### config.mk
export PLATFORM = sky130hd
export DESIGN_NAME = xfer_count_ctrl
export DESIGN_NICKNAME = d
export VERILOG_FILES = /design/src/rtl/xcc_pkg.sv /design/src/rtl/xcc_cnt_a.sv /design/src/rtl/xcc_cnt_b.sv /design/src/rtl/xcc_en_bank.sv /design/src/rtl/xfer_count_ctrl.sv
export SDC_FILE = /design/constraint.sdc
export NUM_CORES = 1
export LEC_CHECK = 0
export CAP_MARGIN = 20
export CORE_MARGIN = 3
export CORE_UTILIZATION = 25
export DETAILED_ROUTE_END_ITERATION = 6
export DONT_BUFFER_PORTS = 1
export GPL_TIMING_DRIVEN = 1
export PLACE_DENSITY = 0.4
export REMOVE_ABC_BUFFERS = 1
export SLEW_MARGIN = 15
export SYNTH_ARGS = -nofsm -noshare
export SYNTH_HDL_FRONTEND = slang
export SYNTH_SLANG_ARGS = --single-unit
### constraint.sdc
create_clock -name clk -period 1.91 [get_ports clk]
set_input_delay 0.382 -clock clk [delete_from_list [all_inputs] [get_ports clk]]
set_output_delay 0.382 -clock clk [all_outputs]
set_load 0.05 [all_outputs]
### src/rtl/xcc_pkg.sv
package xcc_pkg;
  typedef enum logic [1:0] {
    XM_NORMAL = 2'b00,
    XM_REPEAT = 2'b01,
    XM_BLOCK  = 2'b10,
    XM_NONE   = 2'b11
  } xfer_mode_e;
endpackage

### src/rtl/xcc_cnt_a.sv
module xcc_cnt_a #(
  parameter int CNT_W = 16
) (
  input  logic             clk,
  input  logic             rst_n,
  input  logic             wr_en,
  input  logic [CNT_W-1:0] wr_data,
  input  logic             dec,
  input  logic             split,
  output logic [CNT_W-1:0] cnt,
  output logic             term,
  output logic             wrap
);
  localparam int HALF_W = CNT_W / 2;

  logic [CNT_W-1:0]  cnt_q, cnt_d;
  logic [HALF_W-1:0] hi_part, lo_part;
  logic              lo_last, whole_last;

  assign hi_part    = cnt_q[CNT_W-1:HALF_W];
  assign lo_part    = cnt_q[HALF_W-1:0];
  assign lo_last    = (lo_part == HALF_W'(1));
  assign whole_last = (cnt_q == CNT_W'(1));

  assign term = dec && !split && whole_last;
  assign wrap = dec && split && lo_last;

  always_comb begin
    cnt_d = cnt_q;
    if (wr_en) begin
      cnt_d = wr_data;
    end else if (dec) begin
      if (!split)
        cnt_d = cnt_q - CNT_W'(1);
      else if (lo_last)
        cnt_d = {hi_part, hi_part};
      else
        cnt_d = {hi_part, lo_part - HALF_W'(1)};
    end
  end

  always_ff @(posedge clk or negedge rst_n) begin
    if (!rst_n) cnt_q <= '0;
    else        cnt_q <= cnt_d;
  end

  assign cnt = cnt_q;
endmodule

### src/rtl/xcc_cnt_b.sv
module xcc_cnt_b #(
  parameter int CNT_W = 16
) (
  input  logic             clk,
  input  logic             rst_n,
  input  logic             wr_en,
  input  logic [CNT_W-1:0] wr_data,
  input  logic             dec,
  output logic [CNT_W-1:0] cnt,
  output logic             term
);
  logic [CNT_W-1:0] cnt_q;

  assign term = dec && (cnt_q == CNT_W'(1));

  always_ff @(posedge clk or negedge rst_n) begin
    if (!rst_n)     cnt_q <= '0;
    else if (wr_en) cnt_q <= wr_data;
    else if (dec)   cnt_q <= cnt_q - CNT_W'(1);
  end

  assign cnt = cnt_q;
endmodule

### src/rtl/xcc_en_bank.sv
module xcc_en_bank #(
  parameter int NUM_SRC = 4,
  parameter int SRC_W   = 2
) (
  input  logic               clk,
  input  logic               rst_n,
  input  logic [NUM_SRC-1:0] set_i,
  input  logic               clr_i,
  input  logic [SRC_W-1:0]   clr_sel,
  output logic [NUM_SRC-1:0] en_q
);
  for (genvar i = 0; i < NUM_SRC; i++) begin : g_bit
    logic hit;
    assign hit = clr_i && (clr_sel == SRC_W'(i));
    always_ff @(posedge clk or negedge rst_n) begin
      if (!rst_n)        en_q[i] <= 1'b0;
      else if (set_i[i]) en_q[i] <= 1'b1;
      else if (hit)      en_q[i] <= 1'b0;
    end
  end
endmodule

### src/rtl/xfer_count_ctrl.sv
module xfer_count_ctrl
  import xcc_pkg::*;
#(
  parameter int NUM_SRC = 4,
  parameter int CNT_W   = 16,
  parameter int SRC_W   = (NUM_SRC > 1) ? $clog2(NUM_SRC) : 1
) (
  input  logic               clk,
  input  logic               rst_n,
  input  logic               wr_en,
  input  logic               wr_sel,
  input  logic [CNT_W-1:0]   wr_data,
  input  logic [1:0]         mode,
  input  logic               disel,
  input  logic [NUM_SRC-1:0] en_set,
  input  logic [SRC_W-1:0]   src_sel,
  input  logic               unit_xfer,
  output logic [CNT_W-1:0]   cnt_a,
  output logic [CNT_W-1:0]   cnt_b,
  output logic [NUM_SRC-1:0] en_bits,
  output logic               xfer_end,
  output logic               blk_done
);
  xfer_mode_e md;
  logic       act, split, wr_a, wr_b;
  logic       term_a, term_b, wrap_a, dec_b, clr;

  assign md    = xfer_mode_e'(mode);
  assign act   = unit_xfer && en_bits[src_sel] && (md != XM_NONE);
  assign split = (md != XM_NORMAL);
  assign wr_a  = wr_en && !wr_sel;
  assign wr_b  = wr_en && wr_sel;
  assign dec_b = wrap_a && (md == XM_BLOCK);

  xcc_cnt_a #(.CNT_W(CNT_W)) u_cnt_a (
    .clk(clk), .rst_n(rst_n), .wr_en(wr_a), .wr_data(wr_data),
    .dec(act), .split(split), .cnt(cnt_a), .term(term_a), .wrap(wrap_a)
  );

  xcc_cnt_b #(.CNT_W(CNT_W)) u_cnt_b (
    .clk(clk), .rst_n(rst_n), .wr_en(wr_b), .wr_data(wr_data),
    .dec(dec_b), .cnt(cnt_b), .term(term_b)
  );

  assign xfer_end = term_a || term_b;
  assign blk_done = dec_b;
  assign clr      = act && (disel || xfer_end);

  xcc_en_bank #(.NUM_SRC(NUM_SRC), .SRC_W(SRC_W)) u_en (
    .clk(clk), .rst_n(rst_n), .set_i(en_set), .clr_i(clr),
    .clr_sel(src_sel), .en_q(en_bits)
  );
endmodule

==> results <==
- The flow ran to the end, but the final reports show violations.
- The checks that failed: setup timing.
- The total wire length after detailed routing is about 8400 microns.
- The remaining global-route overflow is 0.
- The total number of vias is 2401.
- The cell area that synthesis handed to floorplanning was 2390 sq um.
- In this run, placement finished with an instance count of 465.
- The worst path setup slack after routing is -0.657 ns.
- The main flop type after synthesis is dfrtp_1.
- Buffers placed on the I/O ports in this run total 0.
- In this run the deepest clock path goes through 2 buffers.
- TritonCTS built the clock tree.
- The fraction of the mapped netlist area in compound gates is 0.150.
- Of the total synthesized cell area, the portion taken by AND, OR, NAND and NOR gates is 0.319.
- The leakage component of the power is about 1.4 nW.
- The floorplan has 35 rows.
- The worst setup path is captured at an output port.
- The final-report max-slew violation count is 0.
- Measured against the total synthesized area, the mux share comes to 0.0220.
- The detailed-route DRC error count is 0.
- The final critical-path share of the clock period is 1.34.
- The pin count of the biggest net entering global routing is 37.
- The core area is around 9300 sq um.
- Across the run, the number of max-cap violations was 0.
- Summing all non-filler instances in the final layout gives an area of between 3000 and 4000 sq um.
- The sequential area share after synthesis is 0.377.
- The initial utilization of the core area, before any placement, comes to 0.258.
- The total number of nets in the final design is 391.
- After detailed routing, the number of vias per cell comes to 4.93.
- The mean post-synth cell area is about 8.7 sq um.
- The area added between synthesis and finish is 48.1%.
- The worst register-to-register path has a setup slack of -0.16 ns.
- Counting distinct cell types in the post-synthesis netlist gives 53.
- Summed over all nets, the half-perimeter wirelength after detailed placement is 6410 microns.
- The H-tree generated during clock tree synthesis spans 2 levels.
- The measured slew at the worst slew-check pin is between 0.6 and 0.7 ns.
- Of the total synthesized cell area, the portion taken by XOR and XNOR cells is 0.0696.
- The adder-cell area share of the yosys netlist is 0.0209.
- The congestion estimate from routability-driven global placement came to 0.795.
- By area, the combinational part of the netlist is dominated by simple AND/OR/NAND/NOR gates.
- The number of design-rule violations left by the first detailed-router iteration is 116.
- During synthesis, Yosys emitted a total of 0 warnings.
- Clock tree synthesis found a total of 36 sinks.
- The number of global-route vias before repair is between 2000 and 3000.
- The residual antenna-violating net count after detailed routing is 0.
- Setup violations remaining at the end of the flow were counted as 15.
- The number of synthesized flops with an enable pin is 0.
- The worst max-slew margin expressed relative to the limit is 0.552.
- Along the worst hold path, the cell count comes to 1.
- The number of hold violations in the final report is 0.
- The first-pass GRT wire length is about 14000 microns.
- The non-filler instance count after layout is 487.
- In this run, CTS created clock tree buffers numbering 5.
- The die covers 10800 sq um.
- The start point of the worst hold path is wr_data[1].
- STA puts the critical path data required time at between 1.5 and 2 ns.
- The post-synthesis instance total is roughly 280.
- The worst setup path is of the flop to output port kind.
- The smallest clock period supported by the final layout is computed as 2.57 ns.
- The signal on the critical path passes through or3_4 -> or4_4 -> nor4_4 -> nand4_1 -> o41ai_2 -> buf_4.
- Counting cells, the worst reg-to-reg path comes to 6.
- The share of flip-flops with an asynchronous set or reset is 1.00.
- The die is 104 microns wide.
- The longest individual stage delay on the worst path is 0.44 ns.
- The endpoint of the worst-slack reg-to-reg timing path is u_cnt_a.cnt[14].
- The number of storage elements in the synthesis netlist is 36.
- Once placement finished, the instance area stood at approximately 3000 sq um.
- The count of antenna diodes in the layout is 0.
- The origin of the critical flop-to-flop path is u_cnt_a.cnt[4].
- The maximum net fanout on the critical path is 2.
- The die is just over 100 microns tall.
- The share of post-route cells with drive strength above 1 is 0.397.
- The signal arrival time at the worst endpoint is 2.18 ns.
- The worst-case hold path end point is u_cnt_b.cnt[1].
- For this design the ratio of total power to cell area is roughly 780 nW/um^2.
- The total global-route track usage is 0.159.
- The count of boundary I/O pins is just under 70.
- The category of the worst setup path launch point is a flop.
- The wire length per cell is 17.2 microns.
- Setup repair after global routing could not meet its margin everywhere.
- The class of the worst hold path is input port to flop.
- The first detailed-routing pass took 4 iterations.
- The setup slack at placement is -0.492 ns.
- The largest individual stage delay along the critical path comes from the cell or4_4.
- The number of antenna violations at the first check in global routing is 0.
- The highest clock frequency the design can meet is 0.390 GHz.
- CTS placed an instance of clkbuf_8 at the clock tree root.
- VDD sags by at most 0.224 mV.
- For the final database, setup skew stands at about 0.010 ns.
- Clock latency on the worst-skew pair, taken at its later pin, is between 0.2 and 0.3 ns.
- The clock-pin slew on the worst setup and hold paths is 0.08 ns.
-- cell type report --
type,count,area (sq um)
clock buffers,8,90.1
fillers,967,5740
inverters,6,25.0
multi-input cells,222,1630
flip-flops and latches,36,902
well taps,129,161
repair buffers,86,736
-- through the flow --
step | hold WS (ns) | setup TNS (ns) | total power, mW | utilization
2_1_floorplan | 0.0864 | -7.29 | 1.67 | -
3_3_place_gp | 0.0873 | -1.61 | 2.05 | 0.325
3_5_place_dp | 0.0876 | -1.80 | 2.06 | 0.325
4_1_cts | 0.208 | -1.72 | 2.73 | 0.357
5_1_grt | 0.203 | -4.48 | 2.92 | 0.382
6_report | 0.212 | -1.89 | 2.76 | 0.382
-- flip-flops by register name, summed over array words and instances (netlist names) --
name	count
u_cnt_a.cnt	16
u_en.en_q	4
u_cnt_b.cnt	16
-- kinds of logic after synthesis --
kind of cell | Yosys count
and+or+nand+nor | 137
AOI/OAI and AO/OA | 58
DFF | 36
xor gates and xnor gates | 19
buffers and inverters | 18
muxes | 4
adders and majority gates | 4
-- cells in the final DEF (no fill, tap or decap), types with 4 or more instances in the layout --
master and count:
nor4_1 4, buf_4 71, xor2_1 11, a31oi_1 5, o211ai_1 5, or4_1 4, nor3_1 7, dfrtp_1 35
a21oi_2 4, xnor2_1 8, buf_6 10, nand2_1 20, o21ai_0 4, o31ai_1 5, nand2b_1 4, nor2_1 41
nor4_4 4, inv_1 4, a21oi_1 18, o21ai_1 5, clkbuf_8 6, nand4_1 9
-- synth_stat cells (3+ instances only) --
cell type  number  area (sq um)
o21ai_1         3          15.0
o21ai_0         7          35.0
or2_2           3          18.8
or3_1           4          25.0
nand2b_1        4          25.0
nor4_1          6          37.5
mux2i_1         3          30.0
xnor2_1         8          70.1
inv_1           5          18.8
xor2_1         11          96.3
dfrtp_1        36           901
nor4b_1         3          26.3
nor3_1         10          50.1
a21oi_1        22           110
nand4_1         9          56.3
nand3_1         6          30.0
o211ai_1        5          37.5
a31oi_1         5          31.3
nor2_1         42           158
and3_1          3          18.8
o31ai_1         5          37.5
clkbuf_1        8          30.0
ha_1            4          50.1
nand2_1        23          86.3
or4_1           5          37.5
-- layer usage --
metal,global-route usage,up-vias,share of wire
met4,0.0380,0,0.012
met5,0,-,0
li1,-,1186,-
met2,0.257,55,0.47
met1,0.210,1152,0.45
met3,0.0461,8,0.065
-- worst max-delay path, delay by kind of cell (launching register included) --
kind            cells  cell delay, ns
compound gates      1            0.09
flops               1            0.38
buf+inv             1            0.25
simple gates        4            1.19
-- worst max-delay path by stage --
stage | from | end | slack, ns | depth (start not counted)
6_report | u_cnt_a.cnt[10] | xfer_end | -0.66 | 6
2_1_floorplan | u_cnt_a.cnt[0] | xfer_end | -1.57 | 4
5_1_grt | u_cnt_a.cnt[10] | xfer_end | -0.77 | 6
4_1_cts | u_cnt_a.cnt[10] | xfer_end | -0.71 | 6
3_5_place_dp | u_cnt_a.cnt[10] | xfer_end | -0.49 | 6
3_3_place_gp | u_cnt_a.cnt[10] | xfer_end | -0.44 | 6
-- where the power goes --
part	leakage, nW	internal, mW	switching (mW)
Combinational	0.992	0.424	0.798
Sequential	0.399	0.863	0.0888
Clock	0.0455	0.295	0.292
Total	1.44	1.58	1.18
-- timing repair --
item                                    4_1_cts  5_1_grt
hold buffers                                  2        0
pin swaps                                    13       26
resized for setup                            23       44
hold endpoints to repair                     36        0
setup buffers                                 6        7
endpoints found under the setup margin       21       38
cloned                                        1        1
No activity file was read; power rests on OpenSTA's default activity.
